### src/rtl/snoop_pkg.sv
package snoop_pkg;
  typedef enum logic [1:0] {
    ST_IDLE  = 2'd0,
    ST_PROBE = 2'd1,
    ST_RESP  = 2'd2
  } snoop_state_e;
endpackage

### src/rtl/snoop_ring_step.sv
// Node reached by walking STEP positions round the ring from BASE.
module snoop_ring_step #(
  parameter int NUM_NODES = 4,
  parameter int ID_W      = $clog2(NUM_NODES)
) (
  input  logic [ID_W-1:0] base,
  input  logic [ID_W-1:0] step,
  output logic [ID_W-1:0] node
);
  localparam bit POW2 = (NUM_NODES == (1 << ID_W));
  localparam logic [ID_W:0] RING = (ID_W+1)'(NUM_NODES);

  logic [ID_W:0] sum;
  assign sum = {1'b0, base} + {1'b0, step};

  generate
    if (POW2) begin : g_wrap_free
      assign node = sum[ID_W-1:0];
    end else begin : g_wrap_sub
      logic [ID_W:0] wrapped;
      assign wrapped = (sum >= RING) ? (sum - RING) : sum;
      assign node    = wrapped[ID_W-1:0];
    end
  endgenerate
endmodule

### src/rtl/snoop_onehot.sv
// Index to gated one-hot vector.
module snoop_onehot #(
  parameter int NUM_NODES = 4,
  parameter int ID_W      = $clog2(NUM_NODES)
) (
  input  logic [ID_W-1:0]      idx,
  input  logic                 en,
  output logic [NUM_NODES-1:0] vec
);
  generate
    for (genvar i = 0; i < NUM_NODES; i++) begin : g_bit
      assign vec[i] = en && (idx == ID_W'(i));
    end
  endgenerate
endmodule

### src/rtl/snoop_seq.sv
// Sequencer: capture, step through the ring, hold the outcome.
module snoop_seq
  import snoop_pkg::*;
#(
  parameter int NUM_NODES = 4,
  parameter int ADDR_W    = 16,
  parameter int ID_W      = $clog2(NUM_NODES)
) (
  input  logic              clk,
  input  logic              rst_n,
  input  logic              req_valid,
  input  logic [ID_W-1:0]   req_id,
  input  logic [ADDR_W-1:0] req_addr,
  input  logic [ID_W-1:0]   cur_node,
  input  logic              probe_hit,
  output snoop_state_e      state_q,
  output logic [ID_W-1:0]   base_q,
  output logic [ID_W-1:0]   step_q,
  output logic [ADDR_W-1:0] addr_q,
  output logic [ID_W-1:0]   node_q,
  output logic              found_q
);
  localparam logic [ID_W-1:0] LAST_STEP  = ID_W'(NUM_NODES - 1);
  localparam logic [ID_W-1:0] FIRST_STEP = ID_W'(1);

  snoop_state_e      state_d;
  logic [ID_W-1:0]   step_d;
  logic [ID_W-1:0]   node_d;
  logic              found_d;
  logic              cap_en;
  logic              step_en;
  logic              res_en;
  logic              last;

  assign last = (step_q == LAST_STEP);

  always_comb begin
    state_d = state_q;
    step_d  = step_q;
    node_d  = node_q;
    found_d = found_q;
    cap_en  = 1'b0;
    step_en = 1'b0;
    res_en  = 1'b0;
    case (state_q)
      ST_IDLE: begin
        if (req_valid) begin
          state_d = ST_PROBE;
          cap_en  = 1'b1;
          step_en = 1'b1;
          step_d  = FIRST_STEP;
        end
      end
      ST_PROBE: begin
        if (probe_hit || last) begin
          state_d = ST_RESP;
          res_en  = 1'b1;
          node_d  = cur_node;
          found_d = probe_hit;
        end else begin
          step_en = 1'b1;
          step_d  = step_q + FIRST_STEP;
        end
      end
      ST_RESP: state_d = ST_IDLE;
      default: state_d = ST_IDLE;
    endcase
  end

  always_ff @(posedge clk or negedge rst_n) begin
    if (!rst_n) begin
      state_q <= ST_IDLE;
      base_q  <= '0;
      addr_q  <= '0;
      step_q  <= '0;
      node_q  <= '0;
      found_q <= 1'b0;
    end else begin
      state_q <= state_d;
      if (cap_en) begin
        base_q <= req_id;
        addr_q <= req_addr;
      end
      if (step_en) step_q <= step_d;
      if (res_en) begin
        node_q  <= node_d;
        found_q <= found_d;
      end
    end
  end
endmodule

### src/rtl/snoop_chain_ctrl.sv
module snoop_chain_ctrl
  import snoop_pkg::*;
#(
  parameter int NUM_NODES = 4,
  parameter int ADDR_W    = 16,
  parameter int ID_W      = $clog2(NUM_NODES)
) (
  input  logic                 clk,
  input  logic                 rst_n,
  input  logic                 req_valid,
  input  logic [ID_W-1:0]      req_id,
  input  logic [ADDR_W-1:0]    req_addr,
  output logic                 req_ready,
  output logic [NUM_NODES-1:0] probe_en,
  output logic [ADDR_W-1:0]    probe_addr,
  input  logic [NUM_NODES-1:0] tag_hit,
  output logic [NUM_NODES-1:0] rd_en,
  output logic                 done,
  output logic                 found,
  output logic [ID_W-1:0]      src_id
);
  snoop_state_e      state_q;
  logic [ID_W-1:0]   base_q;
  logic [ID_W-1:0]   step_q;
  logic [ID_W-1:0]   node_q;
  logic [ID_W-1:0]   cur_node;
  logic              found_q;
  logic              probe_hit;
  logic              in_probe;
  logic              in_resp;

  assign in_probe = (state_q == ST_PROBE);
  assign in_resp  = (state_q == ST_RESP);

  snoop_seq #(.NUM_NODES(NUM_NODES), .ADDR_W(ADDR_W), .ID_W(ID_W)) u_seq (
    .clk(clk), .rst_n(rst_n),
    .req_valid(req_valid), .req_id(req_id), .req_addr(req_addr),
    .cur_node(cur_node), .probe_hit(probe_hit),
    .state_q(state_q), .base_q(base_q), .step_q(step_q),
    .addr_q(probe_addr), .node_q(node_q), .found_q(found_q)
  );

  snoop_ring_step #(.NUM_NODES(NUM_NODES), .ID_W(ID_W)) u_ring (
    .base(base_q), .step(step_q), .node(cur_node)
  );

  snoop_onehot #(.NUM_NODES(NUM_NODES), .ID_W(ID_W)) u_probe_dec (
    .idx(cur_node), .en(in_probe), .vec(probe_en)
  );

  snoop_onehot #(.NUM_NODES(NUM_NODES), .ID_W(ID_W)) u_read_dec (
    .idx(node_q), .en(in_resp && found_q), .vec(rd_en)
  );

  assign probe_hit = |(probe_en & tag_hit);
  assign req_ready = (state_q == ST_IDLE);
  assign done      = in_resp;
  assign found     = in_resp && found_q;
  assign src_id    = (in_resp && found_q) ? node_q : '0;
endmodule

### config.mk
export PLATFORM = sky130hd
export DESIGN_NAME = snoop_chain_ctrl
export DESIGN_NICKNAME = d
export VERILOG_FILES = /design/src/rtl/snoop_pkg.sv /design/src/rtl/snoop_ring_step.sv /design/src/rtl/snoop_onehot.sv /design/src/rtl/snoop_seq.sv /design/src/rtl/snoop_chain_ctrl.sv
export SDC_FILE = /design/constraint.sdc
export NUM_CORES = 1
export LEC_CHECK = 0
export BUFFER_PORTS_ARGS = -buffer_cell sky130_fd_sc_hd__clkbuf_2
export CAP_MARGIN = 20
export CORE_ASPECT_RATIO = 1.1
export CORE_MARGIN = 2
export CORE_UTILIZATION = 49
export DETAILED_ROUTE_END_ITERATION = 8
export PLACE_DENSITY = 0.8
export SYNTH_ARGS = -nofsm -noshare
export SYNTH_HDL_FRONTEND = slang
export SYNTH_SLANG_ARGS = --single-unit
### constraint.sdc
create_clock -name clk -period 6.4 [get_ports clk]
set_clock_uncertainty 0.2 [all_clocks]
set_input_delay 1.28 -clock clk [delete_from_list [all_inputs] [get_ports clk]]
set_output_delay 1.28 -clock clk [all_outputs]
set_load 0.03 [all_outputs]
== Word-level counts from Yosys, hierarchy flattened ==
Index checks and enable logic that the tools add are counted.

* Register bits after elaboration: 25
* Input port bits: 25
* Output and inout bits: 29
* Logic and storage cells: 51

* $add $sub $neg: 2
* Eq/ne operators: 12
* Muxes and demuxes: 12
* Bitwise operators: 1
* Reduce and logical (&&, ||, !) cells: 18

{| class="wikitable"
|+ Operator list
! kind !! count
|-
| 2-bit equality test (second input constant) || 6
|-
| 1-bit logical AND || 9
|-
| 2-bit two-way mux || 4
|-
| 2-bit case mux with 2 select lines || 2
|-
| 2-bit by 1-bit equality test with 1-bit output (second input constant) || 3
|-
| 2-bit zero test || 3
|-
| 2-bit inequality test (second input constant) || 3
|-
| 1-bit two-way mux || 5
|-
| 4-bit bitwise AND || 1
|-
| 4-bit AND reduction || 1
|-
| 4-bit OR reduction || 1
|-
| 3-bit AND reduction || 1
|-
| 2-bit by 1-bit adder with 2-bit output (second input constant) || 1
|-
| 2-bit adder || 1
|-
| 1-bit case mux with 2 select lines || 1
|-
| 2-bit AND reduction || 1
|-
| 2-bit nonzero test || 1
|-
| 1-bit logical OR || 1
|}

== Logic depth before layout (Yosys ltp) ==
Gate-level depths: netlist (run 1).

* Depth in word-level cells: 9
* Gate-level depth with buffers: 6
* Gate-level depth less buffers: 5

== Modules after synthesis ==
A second synthesis (run 1) with hierarchy kept.

* Cells, all modules: 83
* Area, all modules: 1208.7 um2

{| class="wikitable"
|+ By module, submodules not included
! module !! instances !! cells an instance !! area an instance (um2) !! sequential area each (um2)
|-
| snoop_seq || 1 || 64 || 1038.5 || 625.6
|-
| snoop_onehot || 2 || 4 || 37.5 || 0.0
|-
| snoop_chain_ctrl || 1 || 9 || 58.8 || 0.0
|-
| snoop_ring_step || 1 || 2 || 36.3 || 0.0
|}

== Least setup slack after synthesis (run 1) ==
Ideal clock, no wire load.

* Kind: reg-to-output
* Start: reg u_seq.state_q[0]
* End: out rd_en[0]
* Arrival time: 2097 ps
* Required time: 4920 ps
* Slack: 2823 ps
* Cell stages (with the launch flop): 4
* Path buffers: 0
* Cell sequence: dfrtp_1 nor2b_1 and2_1 nor3b_1

* Cells in the longest elaborated chain, start to end: 3

{| class="wikitable"
|+ RTL lines
! element !! line !! RTL
|-
| start, declared || snoop_seq.sv:16 || <nowiki>output snoop_state_e state_q,</nowiki>
|-
| start signal, assigned || snoop_seq.sv:79 || <nowiki>state_q <= state_d;</nowiki>
|-
| 2-bit equality test || snoop_chain_ctrl.sv:33 || <nowiki>assign in_resp = (state_q == ST_RESP);</nowiki>
|-
| via done || snoop_chain_ctrl.sv:18 || <nowiki>output logic done,</nowiki>
|-
| 1-bit logical AND || - ||
|-
| via found || snoop_chain_ctrl.sv:19 || <nowiki>output logic found,</nowiki>
|-
| 1-bit logical AND || snoop_onehot.sv:12 || <nowiki>assign vec[i] = en && (idx == ID_W'(i));</nowiki>
|-
| end, declared || snoop_chain_ctrl.sv:17 || <nowiki>output logic [NUM_NODES-1:0] rd_en,</nowiki>
|}

The timed path passes the listed nets, and every way through them passes these cells.

== Final worst setup path (run 1) ==
* Start: reg u_seq.step_q[0]
* End: out probe_en[3]

* Cells in the longest elaborated chain, start to end: 3

{| class="wikitable"
|+ RTL lines
! element !! line !! RTL
|-
| start, declared || snoop_seq.sv:18 || <nowiki>output logic [ID_W-1:0] step_q,</nowiki>
|-
| start signal, assigned || snoop_seq.sv:84 || <nowiki>if (step_en) step_q <= step_d;</nowiki>
|-
| 2-bit adder || snoop_ring_step.sv:14 || <nowiki>assign sum = {1'b0, base} + {1'b0, step};</nowiki>
|-
| via cur_node[0] || snoop_chain_ctrl.sv:26 || <nowiki>logic [ID_W-1:0] cur_node;</nowiki>
|-
| 2-bit equality test || snoop_onehot.sv:12 ||
|-
| 1-bit logical AND || snoop_onehot.sv:12 ||
|-
| end, declared || snoop_chain_ctrl.sv:14 || <nowiki>output logic [NUM_NODES-1:0] probe_en,</nowiki>
|}

The timed path passes the listed nets, and every way through them passes these cells.

==> results of run 1 <==
[flip-flops by register name, summed over array words and instances (netlist names)]
name and count:
u_seq.step_q 2, u_seq.addr_q 16, u_seq.node_q 2, u_seq.found_q 1
u_seq.state_q 2, u_seq.base_q 2
[layout make-up]
| class | instances | area (um2) |
|---|---|---|
| well taps | 30 | 37.5 |
| repair buffers | 53 | 265 |
| fillers | 207 | 777 |
| clock buffers | 4 | 26.3 |
| inverters | 4 | 15.0 |
| flip-flops and latches | 25 | 626 |
| multi-input cells | 64 | 551 |
[layer usage]
layer  GRT usage (%)  wire length (um)  share of wire (%)
met2            34.2              1210                 53
met5               0                 0                  0
met1            22.4               884                 39
met4            9.02                44                1.9
met3            2.96               131                5.8
[where the power goes]
group          internal [mW]  switching (mW)  leakage (nW)
registers              0.234          0.0463         0.290
clock network         0.0244          0.0461        0.0150
logic                  0.207           0.330         0.469
[cells in the mapped netlist, drive strengths merged]
library cell and count:
xnor3 1, nand2 4, dfrtp 25, buf 2, mux2 19, a221oi 2, a21oi 3, o21ai 4
nor2b 4, and2 4, and3 3, nor3b 2, or3 1, nand2b 1, ha 2, mux2i 4
inv 4, xnor2 2, nor3 2, nor2 6, clkbuf 2
[per-stage QoR]
step	instances	worst slack, ps	total power, mW	instance area [um2]
after floorplan	97	2820	0.693	1210
after global placement	176	3490	0.806	1490
after detailed placement	176	3450	0.825	1490
after CTS	180	3060	0.899	1520
after global routing	180	2960	0.962	1520
final	180	3090	0.887	1520
[critical path, stage by stage, from the launching register on]
cell	delay, ps
sky130_fd_sc_hd__dfrtp_1	440
sky130_fd_sc_hd__ha_1	500
sky130_fd_sc_hd__and2_1	240
sky130_fd_sc_hd__and2_1	140
sky130_fd_sc_hd__clkbuf_2	200
[worst max path at each step]
| stage | startpoint | to | slack [ps] | depth (start not counted) |
|---|---|---|---|---|
| 4_1_cts | u_seq.step_q[0] | probe_en[2] | 3060 | 4 |
| 3_3_place_gp | u_seq.step_q[0] | probe_en[2] | 3490 | 4 |
| 6_report | u_seq.step_q[0] | probe_en[3] | 3090 | 4 |
| 5_1_grt | u_seq.step_q[0] | probe_en[3] | 2960 | 4 |
| 2_1_floorplan | u_seq.state_q[0] | rd_en[0] | 2820 | 3 |
| 3_5_place_dp | u_seq.step_q[0] | probe_en[2] | 3450 | 4 |
[cell families after synthesis]
| kind of cell | after synthesis | share of synthesized area (%) |
|---|---|---|
| simple gates | 27 | 12.3 |
| flops | 25 | 51.7 |
| mux | 23 | 23.4 |
| compound gates | 9 | 4.34 |
| buf+inv | 8 | 2.79 |
| xor+xnor | 3 | 3.41 |
| fa+ha+maj | 2 | 2.07 |
==> run summary, run 1 <==
================================================================================
Sum of overflow across all layers after global routing                         0
Number of global-route vias before repair                                   1001
MaxCap Viol Count                                                              0
DIE AREA                                                                2880 um2
Synthesis-to-finish area growth                                            25.6%
Highest net fanout along the worst path                                        7
Worst slew margin                                                          42.0%
Count of buffers added by post-CTS timing repair for setup                     0
Crit path capture type                                              primary output
Number of cell rows                                                           18
Hold crit path type                                                 register to register
Worst slew pin tran                                                       870 ps
Peak ir drop on the vdd network                                         0.333 mV
Diode count                                                                    0
End of the worst register-to-register path                          u_seq.step_q[1]
Count of hold buffers inserted by post-cts repair                              0
Cell variety after synth                                                      25
Startpoint-to-endpoint class of the critical path                   register to primary output
Wirelength per Cell                                                      12.6 um
Count of cells along the worst register-to-register path                       5
Number of levels the H-tree was split into                                     1
Final core utilization                                                     66.2%
Buffers added on ports                                                        53
Synthesized area per cell                                               12.5 um2
Fraction of synthesized cell area taken by the top area cell type          51.7%
Number of vias per cell after detailed routing                              5.00
Layout cells sized above 1                                                 40.7%
Final Hold Slack                                                          301 ps
Cell at the root of the clock tree                                  sky130_fd_sc_hd__clkbuf_4
Number of sinks driven by the clock tree                                      25
Global-route wire length before repair                                   4.28 mm
Status                                                                 completed
Number of cells on the worst hold path                                         1
Cell type with the largest total area after synthesis               sky130_fd_sc_hd__dfrtp_1
Required time of the worst setup path                                    4920 ps
Final ANT Viol Nets                                                            0
Proportion of synthesized chip area in sequential cells                    51.7%
Number of nets in the synthesized netlist                                    124
Unrepaired setup endpoints after global routing                            false
Vias post-DR                                                                 900
Flop and latch count out of synthesis                                         25
Shortest clock period the worst path allows after layout                 3310 ps
Die extent in y                                                          56.1 um
Count of instances resized after the clock tree is built                       0
Maximum number of pins on one net before global-route repair                  26
Hold-critical path endpoint                                         u_seq.addr_q[3]
Number of nets at the end of the flow                                        178
Post-synthesis cell area                                                1210 um2
Final number of setup-violating endpoints                                      0
Boundary Pins                                                                 54
CTS tree                                                                   built
Violation count after the first detailed-route iteration                       8
Hold violation count in the final report                                       0
Reg clk slew, reported paths                                              130 ps
Instance count of the mapped netlist                                          97
Number of pins with negative max-slew slack in the final report                0
Commonest cells after routing, fill and taps aside                  sky130_fd_sc_hd__clkbuf_2 (53), sky130_fd_sc_hd__dfrtp_1 (25), sky130_fd_sc_hd__mux2_1 (18)
Worst Setup Start Kind                                                  register
Max clock buf depth                                                            2
Top area cells in the synthesized netlist                           sky130_fd_sc_hd__dfrtp_1 (52%), sky130_fd_sc_hd__mux2_1 (17%), sky130_fd_sc_hd__mux2i_4 (3.7%), sky130_fd_sc_hd__and2_1 (2.1%), sky130_fd_sc_hd__ha_1 (2.1%)
Clock insertion delay at the later pin of the skew report                 320 ps
Synthesis warning total                                                        0
Gr usage total                                                             19.4%
Total wire length after detailed routing                                 2.27 mm
Register-to-Register Setup Slack                                         4030 ps
Endpoint arrival time on the critical path                               1830 ps
Reg-to-reg critical path startpoint                                 u_seq.step_q[0]
Leakage power                                                           0.774 nW
Pwr/cell area                                                         583 nW/um2
Leading cell type in the layout, fill and taps excluded             sky130_fd_sc_hd__clkbuf_2
Post-route clock period utilization                                        51.8%
Drt first pass iters                                                           4
Critical hold path startpoint                                       u_seq.addr_q[3]
Max Fclk                                                                 302 MHz
Antenna violations before repair                                               0
Setup_tns                                                                   0 ps
DR DRC count                                                                   0
Gpl congestion                                                             0.900
TritonCTS buffer count                                                         3
Initial core utilization                                                   52.7%
Die X                                                                    51.4 um
Core Region                                                             2300 um2
Post-detail-place hpwl                                                   1.79 mm
================================================================================
(Power assumes the default switching activity.)
==> run 2: changes to the inputs <==
--- a/config.mk
+++ b/config.mk
@@ -9,9 +9,9 @@
 export CAP_MARGIN = 20
 export CORE_ASPECT_RATIO = 1.1
 export CORE_MARGIN = 2
-export CORE_UTILIZATION = 49
+export CORE_UTILIZATION = 46
 export DETAILED_ROUTE_END_ITERATION = 8
-export PLACE_DENSITY = 0.8
+export PLACE_DENSITY = 0.75
 export SYNTH_ARGS = -nofsm -noshare
 export SYNTH_HDL_FRONTEND = slang
 export SYNTH_SLANG_ARGS = --single-unit
==> constraint.sdc (replaced) <==
create_clock -name clk -period 3.2 [get_ports clk]
set_clock_uncertainty 0.2 [all_clocks]
set_input_delay 0.64 -clock clk [delete_from_list [all_inputs] [get_ports clk]]
set_output_delay 0.64 -clock clk [all_outputs]
set_load 0.03 [all_outputs]
==> run 2 against run 1 <==
Net effect:
- via count grew 0.78%
- cell area grew 0.82%
- non-clock buffer count up 1
- core utilization fell by 4.8 points
- critical path type unchanged
- critical endpoint is now probe_en[2]
==> run summary, run 2 (same netlist as run 1, synthesis figures left out) <==
==============================================================================
Number of nets at the end of the flow                                      179   +0.56%
Hold crit path type                                               input port to async pin
Endpoint arrival time on the critical path                             1830 ps   about the same
Count of hold buffers inserted by post-cts repair                            0   unchanged
CP max stage cell                                                 sky130_fd_sc_hd__xnor3_2
Max Fclk                                                               374 MHz
Leakage power                                                         0.778 nW   +0.53%
Number of global-route vias before repair                                  927   -7.4%
Die extent in y                                                        57.8 um   +3.0%
Boundary Pins                                                               54   unchanged
Max FFs per register                                                        16   unchanged
Shortest clock period the worst path allows after layout               2670 ps
End of the worst register-to-register path                        u_seq.step_q[1]
Worst Setup Start Kind                                                register
Required time of the worst setup path                                  2360 ps   -2560 ps
Gpl congestion                                                           0.908   +0.93%
Register containing the most flip-flops in the final layout       u_seq.addr_q
Sum of overflow across all layers after global routing                       0   unchanged
Maximum number of pins on one net before global-route repair                26   unchanged
Reg clk slew, reported paths                                            140 ps   about the same
Total length of routed met3 wires                                       117 um   -11%
Clock insertion delay at the later pin of the skew report               320 ps   about the same
Wirelength per Cell                                                    13.0 um   +3.4%
Core Region                                                           2500 um2   +8.7%
DR DRC count                                                                 0   unchanged
Antenna violations before repair                                             0   unchanged
DR top layer                                                              met4
Cell at the root of the clock tree                                sky130_fd_sc_hd__clkbuf_4
MaxCap Viol Count                                                            0   unchanged
WL met2                                                                1.26 mm   +4.4%
CP delay by family, top                                           XOR/XNOR gates
Count of buffers added by post-CTS timing repair for setup                   0   unchanged
Unrepaired setup endpoints after global routing                          false
Post-detail-place hpwl                                                 1.89 mm   +5.8%
Maximum cell stage delay along the critical path                        480 ps   -20 ps
Die X                                                                  52.9 um   +3.0%
Initial core utilization                                                 48.5%   -4.2 points
Startpoint-to-endpoint class of the critical path                 register to primary output
Global-route wire length before repair                                 4.02 mm   -6.1%
TritonCTS buffer count                                                       3   unchanged
Total non-filler cell area in the finished layout                     1530 um2   +0.82%
Pwr/cell area                                                      1160 nW/um2   +100%
Leading cell type in the layout, fill and taps excluded           sky130_fd_sc_hd__clkbuf_2
Number of pins with negative max-slew slack in the final report              0   unchanged
Reg-to-reg critical path startpoint                               u_seq.step_q[0]
Buffers added on ports                                                      53   unchanged
Final ANT Viol Nets                                                          0   unchanged
Total routed wire length on the met1 layer                              973 um   +10%
Final Hold Slack                                                       94.6 ps   -206 ps
Number of vias per cell after detailed routing                            4.98   -0.33%
Violation count after the first detailed-route iteration                    16   +8
Highest net fanout along the worst path                                      4   -3
Commonest cells after routing, fill and taps aside                sky130_fd_sc_hd__clkbuf_2 (53), sky130_fd_sc_hd__dfrtp_1 (25), sky130_fd_sc_hd__mux2_1 (18)
Overall power consumption                                              1.79 mW   +100%
CTS tree                                                                 built
Buffers plus inverters on the worst setup path                               1   unchanged
Hold violation count in the final report                                     0   unchanged
Worst slew margin                                                        60.3%   +18 points
Worst slew pin tran                                                     596 ps   -274 ps
Register-to-Register Setup Slack                                        810 ps   -3220 ps
Number of sinks driven by the clock tree                                    25   unchanged
Synthesis-to-finish area growth                                          26.7%
Total wire length after detailed routing                               2.37 mm   +4.5%
Count of instances resized after the clock tree is built                     0   unchanged
Count of cells along the worst register-to-register path                     5   unchanged
DIE AREA                                                              3060 um2   +6.0%
Drt first pass iters                                                         4   unchanged
Number of cell rows                                                         19   +1
Peak ir drop on the vdd network                                       0.647 mV   +94%
Final number of setup-violating endpoints                                    0   unchanged
Max clock buf depth                                                          2   unchanged
Diode count                                                                  0   unchanged
Layout cells sized above 1                                               41.7%   +1.1 points
Setup_tns                                                                 0 ps   unchanged
Crit path capture type                                            primary output
Crit-path cells                                                   ha_1, xnor3_2, nor3_1, clkbuf_2
Post-route clock period utilization                                      83.6%
Number of levels the H-tree was split into                                   1   unchanged
Vias post-DR                                                               907   +0.78%
Gr usage total                                                           18.0%   -1.4 points
Status                                                               completed
Placed cell areas                                                     1500 um2   +0.59%
==============================================================================
run 2: cell count changes in the layout (fill, tap and decap cells not counted), sizes merged:
cell	before	now
clkinvlp	0	1
clkbuf	57	56
buf	0	1
run 2: final cells by class:
type	instances	area, um2
fillers	221	963
flip-flops and latches	25	626
multi-input cells	64	551
repair buffers	54	273
well taps	31	38.8
clock buffers	3	22.5
inverters	4	15.0
clock inverters	1	7.51
run 2: worst max-delay path by stage:
stage	from	endpoint	slack (ps)	depth (start not counted)
detailed placement	u_seq.step_q[0]	u_seq.step_q[1]	840	5
CTS	u_seq.step_q[0]	probe_en[2]	500	4
global route	u_seq.step_q[0]	probe_en[2]	370	4
finish	u_seq.step_q[0]	probe_en[2]	530	4
floorplan	u_seq.state_q[0]	rd_en[0]	260	3
global placement	u_seq.step_q[0]	u_seq.step_q[1]	910	5
run 2: per-layer routing:
layer / vias up / track usage (%)
met5: - / 0
met4: 0 / 8.06
met3: 2 / 3.35
met2: 32 / 30.5
met1: 433 / 21.9
li1: 440 / -
run 2: where the power goes:
part | internal (mW) | switching, mW | total, mW
logic | 0.417 | 0.663 | 1.08
clock network | 0.0477 | 0.0961 | 0.144
registers | 0.467 | 0.0941 | 0.561
total | 0.932 | 0.854 | 1.79
run 2: metrics by stage:
step,utilization (%),setup slack (ps),std cells
3_3_place_gp,60.2,910,178
2_1_floorplan,-,263,97
4_1_cts,61.4,498,182
6_report,61.4,525,182
5_1_grt,61.4,367,182
3_5_place_dp,60.2,844,178
run 2: worst register-to-register path, stage by stage, from the launching register on:
cell,delay (ps)
sky130_fd_sc_hd__dfrtp_1,440
sky130_fd_sc_hd__ha_1,510
sky130_fd_sc_hd__mux2i_4,320
sky130_fd_sc_hd__mux2i_1,150
sky130_fd_sc_hd__or3_4,370
sky130_fd_sc_hd__mux2_4,300
==> run 3: changes to the inputs <==
--- a/config.mk
+++ b/config.mk
@@ -5,13 +5,14 @@
 export SDC_FILE = /design/constraint.sdc
 export NUM_CORES = 1
 export LEC_CHECK = 0
+export ABC_AREA = 1
 export BUFFER_PORTS_ARGS = -buffer_cell sky130_fd_sc_hd__clkbuf_2
 export CAP_MARGIN = 20
 export CORE_ASPECT_RATIO = 1.1
 export CORE_MARGIN = 2
-export CORE_UTILIZATION = 46
+export CORE_UTILIZATION = 41
 export DETAILED_ROUTE_END_ITERATION = 8
-export PLACE_DENSITY = 0.75
+export PLACE_DENSITY = 0.72
 export SYNTH_ARGS = -nofsm -noshare
 export SYNTH_HDL_FRONTEND = slang
 export SYNTH_SLANG_ARGS = --single-unit
==> constraint.sdc (replaced) <==
create_clock -name clk -period 2.3 [get_ports clk]
set_clock_uncertainty 0.2 [all_clocks]
set_input_delay 0.46 -clock clk [delete_from_list [all_inputs] [get_ports clk]]
set_output_delay 0.46 -clock clk [all_outputs]
set_load 0.03 [all_outputs]
==> run 3 against run 2 <==
Net effect:
- sequential cell count did not move
- sequential share of layout area rose by 0.30 points
- first-iteration DRC count fell by 19%
- cell count rose by 12%
- total power rose by 36%
- core utilization fell by 5.6 points
- non-clock buffer count rose by 2
- global-route usage fell by 2.8 points
- register-to-register slack got worse by 290 ps
- synthesized cell count rose by 15%
==> run summary, run 3 <==
==========================================================================================
Wirelength per Cell                                                                11.2 um   -14%
Endpoint arrival time on the critical path                                         1530 ps   -300 ps
Maximum number of pins on one net before global-route repair                            26   unchanged
Shortest clock period the worst path allows after layout                           2190 ps
Final number of setup-violating endpoints                                                0   unchanged
Core Region                                                                       2730 um2   +9.3%
Leading register cell type out of synthesis                                   sky130_fd_sc_hd__dfrtp_1
Crit-path cells                                                               ha_4, inv_1, nor3_1, buf_4
Synth cell count leaders                                                      sky130_fd_sc_hd__dfrtp_1 (25), sky130_fd_sc_hd__nand2_1 (18), sky130_fd_sc_hd__mux2_2 (12), sky130_fd_sc_hd__inv_1 (11), sky130_fd_sc_hd__nand3_1 (10)
Overall power consumption                                                          2.43 mW   +36%
Gpl congestion                                                                       0.815   -10%
Global-route wire length before repair                                             3.57 mm   -11%
Combinational family with the most area after synthesis                       simple AND/OR/NAND/NOR gates
Cell variety after synth                                                                16   -36%
Max Fclk                                                                           457 MHz
Fraction of synthesized cell area taken by the top area cell type                    54.3%   +2.6 points
Instance count of the mapped netlist                                                   112   +15%
Die extent in y                                                                    59.6 um   +3.1%
Crit path capture type                                                        primary output
Critical hold path startpoint                                                 req_addr[14]
Vias post-DR                                                                           993   +9.5%
Status                                                                           completed
Number of vias per cell after detailed routing                                        4.89   -1.8%
Buffers added on ports                                                                  53   unchanged
Total length of routed met3 wires                                                   112 um   -4.3%
Hold crit path type                                                           input port to register
Number of global-route vias before repair                                              877   -5.4%
Number of nets at the end of the flow                                                  198   +11%
Antenna violations before repair                                                         0   unchanged
Flop and latch count out of synthesis                                                   25   unchanged
Number of levels the H-tree was split into                                               1   unchanged
Required time of the worst setup path                                              1640 ps   -720 ps
Register-to-Register Setup Slack                                                    520 ps   -290 ps
Pwr/cell area                                                                  1600 nW/um2   +37%
CP delay by family, top                                                         flip-flops
Max FFs per register                                                                    16   unchanged
Number of nets in the synthesized netlist                                              139   +12%
Number of pins with negative max-slew slack in the final report                          0   unchanged
Final ANT Viol Nets                                                                      0   unchanged
Drt first pass iters                                                                     4   unchanged
Number of cell rows                                                                     20   +1
Total non-filler cell area in the finished layout                                 1520 um2   -0.73%
Synthesized area per cell                                                         10.3 um2   -18%
Reg clk slew, reported paths                                                        140 ps   about the same
DR DRC count                                                                             0   unchanged
Leading cell type in the layout, fill and taps excluded                       sky130_fd_sc_hd__clkbuf_2
Violation count after the first detailed-route iteration                                13   -3
Number of enable flip-flop cells after synthesis                                         0   unchanged
End of the worst register-to-register path                                    u_seq.node_q[0]
Number of sinks driven by the clock tree                                                25   unchanged
Synthesis-to-finish area growth                                                      32.0%
Commonest cells after routing, fill and taps aside                            sky130_fd_sc_hd__clkbuf_2 (49), sky130_fd_sc_hd__dfrtp_1 (25), sky130_fd_sc_hd__nand2_1 (18)
Post-detail-place hpwl                                                             1.76 mm   -6.7%
Cell with the most instances after synthesis                                  sky130_fd_sc_hd__dfrtp_1
Leakage power                                                                     0.822 nW   +5.7%
Mux share of post-synthesis cell area                                                16.6%   -6.8 points
Total routed wire length on the met1 layer                                          921 um   -5.3%
Xor/xnor share of the synthesized area                                                  0%   -3.4 points
Cell type with the largest total area after synthesis                         sky130_fd_sc_hd__dfrtp_1
CTS tree                                                                             built
Max clock buf depth                                                                      2   unchanged
Post-route clock period utilization                                                  95.2%
Reg-to-reg critical path startpoint                                           u_seq.step_q[0]
Worst slew margin                                                                    59.8%   -0.49 points
CP max stage cell                                                             sky130_fd_sc_hd__dfrtp_1
DR top layer                                                                          met4
Filler cell count                                                                      253   +14%
Register containing the most flip-flops in the final layout                   u_seq.addr_q
Crit path setup slack, layout                                                       111 ps   -414 ps
Hold violation count in the final report                                                 0   unchanged
Cell at the root of the clock tree                                            sky130_fd_sc_hd__clkbuf_4
Post-synthesis cell area                                                          1150 um2   -4.8%
Hold-critical path endpoint                                                   u_seq.addr_q[14]
Top area cells in the synthesized netlist                                     sky130_fd_sc_hd__dfrtp_1 (54%), sky130_fd_sc_hd__mux2_2 (12%), sky130_fd_sc_hd__nand2_1 (5.9%), sky130_fd_sc_hd__mux2_1 (4.9%), sky130_fd_sc_hd__nand3_1 (4.3%)
Worst slack at placement                                                            392 ps   -452 ps
Gr usage total                                                                       15.2%   -2.8 points
Placed cell areas                                                                 1460 um2   -3.1%
Share of synthesized cell area in full adder, half adder and majority cells          2.17%   +0.10 points
Synthesis warning total                                                                  0   unchanged
Die X                                                                              54.6 um   +3.1%
Complex-gate fraction of the synthesized area                                        1.30%   -3.0 points
Worst slew pin tran                                                                 603 ps   +7.30 ps
Simple-gate share of the synthesized area                                            20.8%   +8.5 points
Peak ir drop on the vdd network                                                   0.817 mV   +26%
Setup_tns                                                                             0 ps   unchanged
Diode count                                                                              0   unchanged
Total wire length after detailed routing                                           2.28 mm   -3.9%
WL met2                                                                            1.23 mm   -2.2%
Count of cells along the worst register-to-register path                                10   +5
DIE AREA                                                                          3250 um2   +6.4%
Layout cells sized above 1                                                           47.1%   +5.3 points
Number of cells on the worst hold path                                                   2
Initial core utilization                                                             42.2%   -6.2 points
TritonCTS buffer count                                                                   3   unchanged
Highest net fanout along the worst path                                                  4   unchanged
Clock insertion delay at the later pin of the skew report                           310 ps   about the same
Async set-or-reset flop fraction in the synthesized netlist                           100%   unchanged
Buffers plus inverters on the worst setup path                                           2   +1
Startpoint-to-endpoint class of the critical path                             register to primary output
Proportion of synthesized chip area in sequential cells                              54.3%   +2.6 points
Maximum cell stage delay along the critical path                                    450 ps   -30 ps
Boundary Pins                                                                           54   unchanged
Sum of overflow across all layers after global routing                                   0   unchanged
Worst Setup Start Kind                                                            register
MaxCap Viol Count                                                                        0   unchanged
==========================================================================================
## run 3: cell count changes after synthesis, sizes merged, moves of 4 or more
cell	delta
nand2	+19
nand3	+11
inv	+8
nor3	+6
and2	-4
mux2i	-4
nor2b	-4
## run 3: per-stage QoR
stage	hold slack, ps	std cells	util (%)
2_1_floorplan	-35.6	112	-
3_3_place_gp	258	197	53.4
3_5_place_dp	263	197	53.4
4_1_cts	132	202	54.9
5_1_grt	142	203	55.8
6_report	142	203	55.8
## run 3: metal layers
| metal | vias to the layer above | track usage [%] |
|---|---|---|
| met1 | 472 | 17.0 |
| met2 | 33 | 27.7 |
| li1 | 486 | - |
| met3 | 2 | 3.03 |
| met4 | 0 | 5.36 |
| met5 | - | 0 |
## run 3: final cells by class
class,instances,area (um2),area share [%]
well taps,33,41.3,2.71
multi-input cells,73,484,31.8
inverters,12,45.0,2.96
clock inverters,1,7.51,0.493
flip-flops and latches,25,626,41.1
clock buffers,3,22.5,1.48
repair buffers,56,295,19.4
## run 3: worst reg2reg max path, delay by kind of cell, from the launching register on
family,cells,cell delay (ps)
simple gates,7,600
flops,1,450
fa+ha+maj,1,300
buf+inv,1,70
compound gates,1,50
## run 3: power by group
part / internal (mW) / switching [mW] / leakage [nW]
Combinational: 0.507 / 0.929 / 0.512
Sequential: 0.657 / 0.141 / 0.296
Clock: 0.0663 / 0.131 / 0.0139
Total: 1.23 / 1.20 / 0.822
## run 3: worst max path at each step
stage,cells past startpoint,to,start
after floorplan,3,rd_en[0],u_seq.state_q[0]
after global placement,4,probe_en[3],u_seq.step_q[0]
after detailed placement,4,probe_en[3],u_seq.step_q[0]
after CTS,4,probe_en[3],u_seq.step_q[0]
after global routing,4,probe_en[3],u_seq.step_q[0]
final,4,probe_en[3],u_seq.step_q[0]
## run 3: repair_timing
action,in CTS,in global routing
endpoints found under the hold margin,25,0
endpoints found under the setup margin,0,4
buffers inserted,0,1
hold buffers,1,0
resized for setup,0,7
## run 3: cell families (layout without fill, tap and decap cells)
logic type | count (synthesis) | after routing
fa+ha+maj | 2 | 2
compound gates | 3 | 3
mux | 17 | 17
simple gates | 51 | 51
buf+inv | 14 | 72
flops | 25 | 25
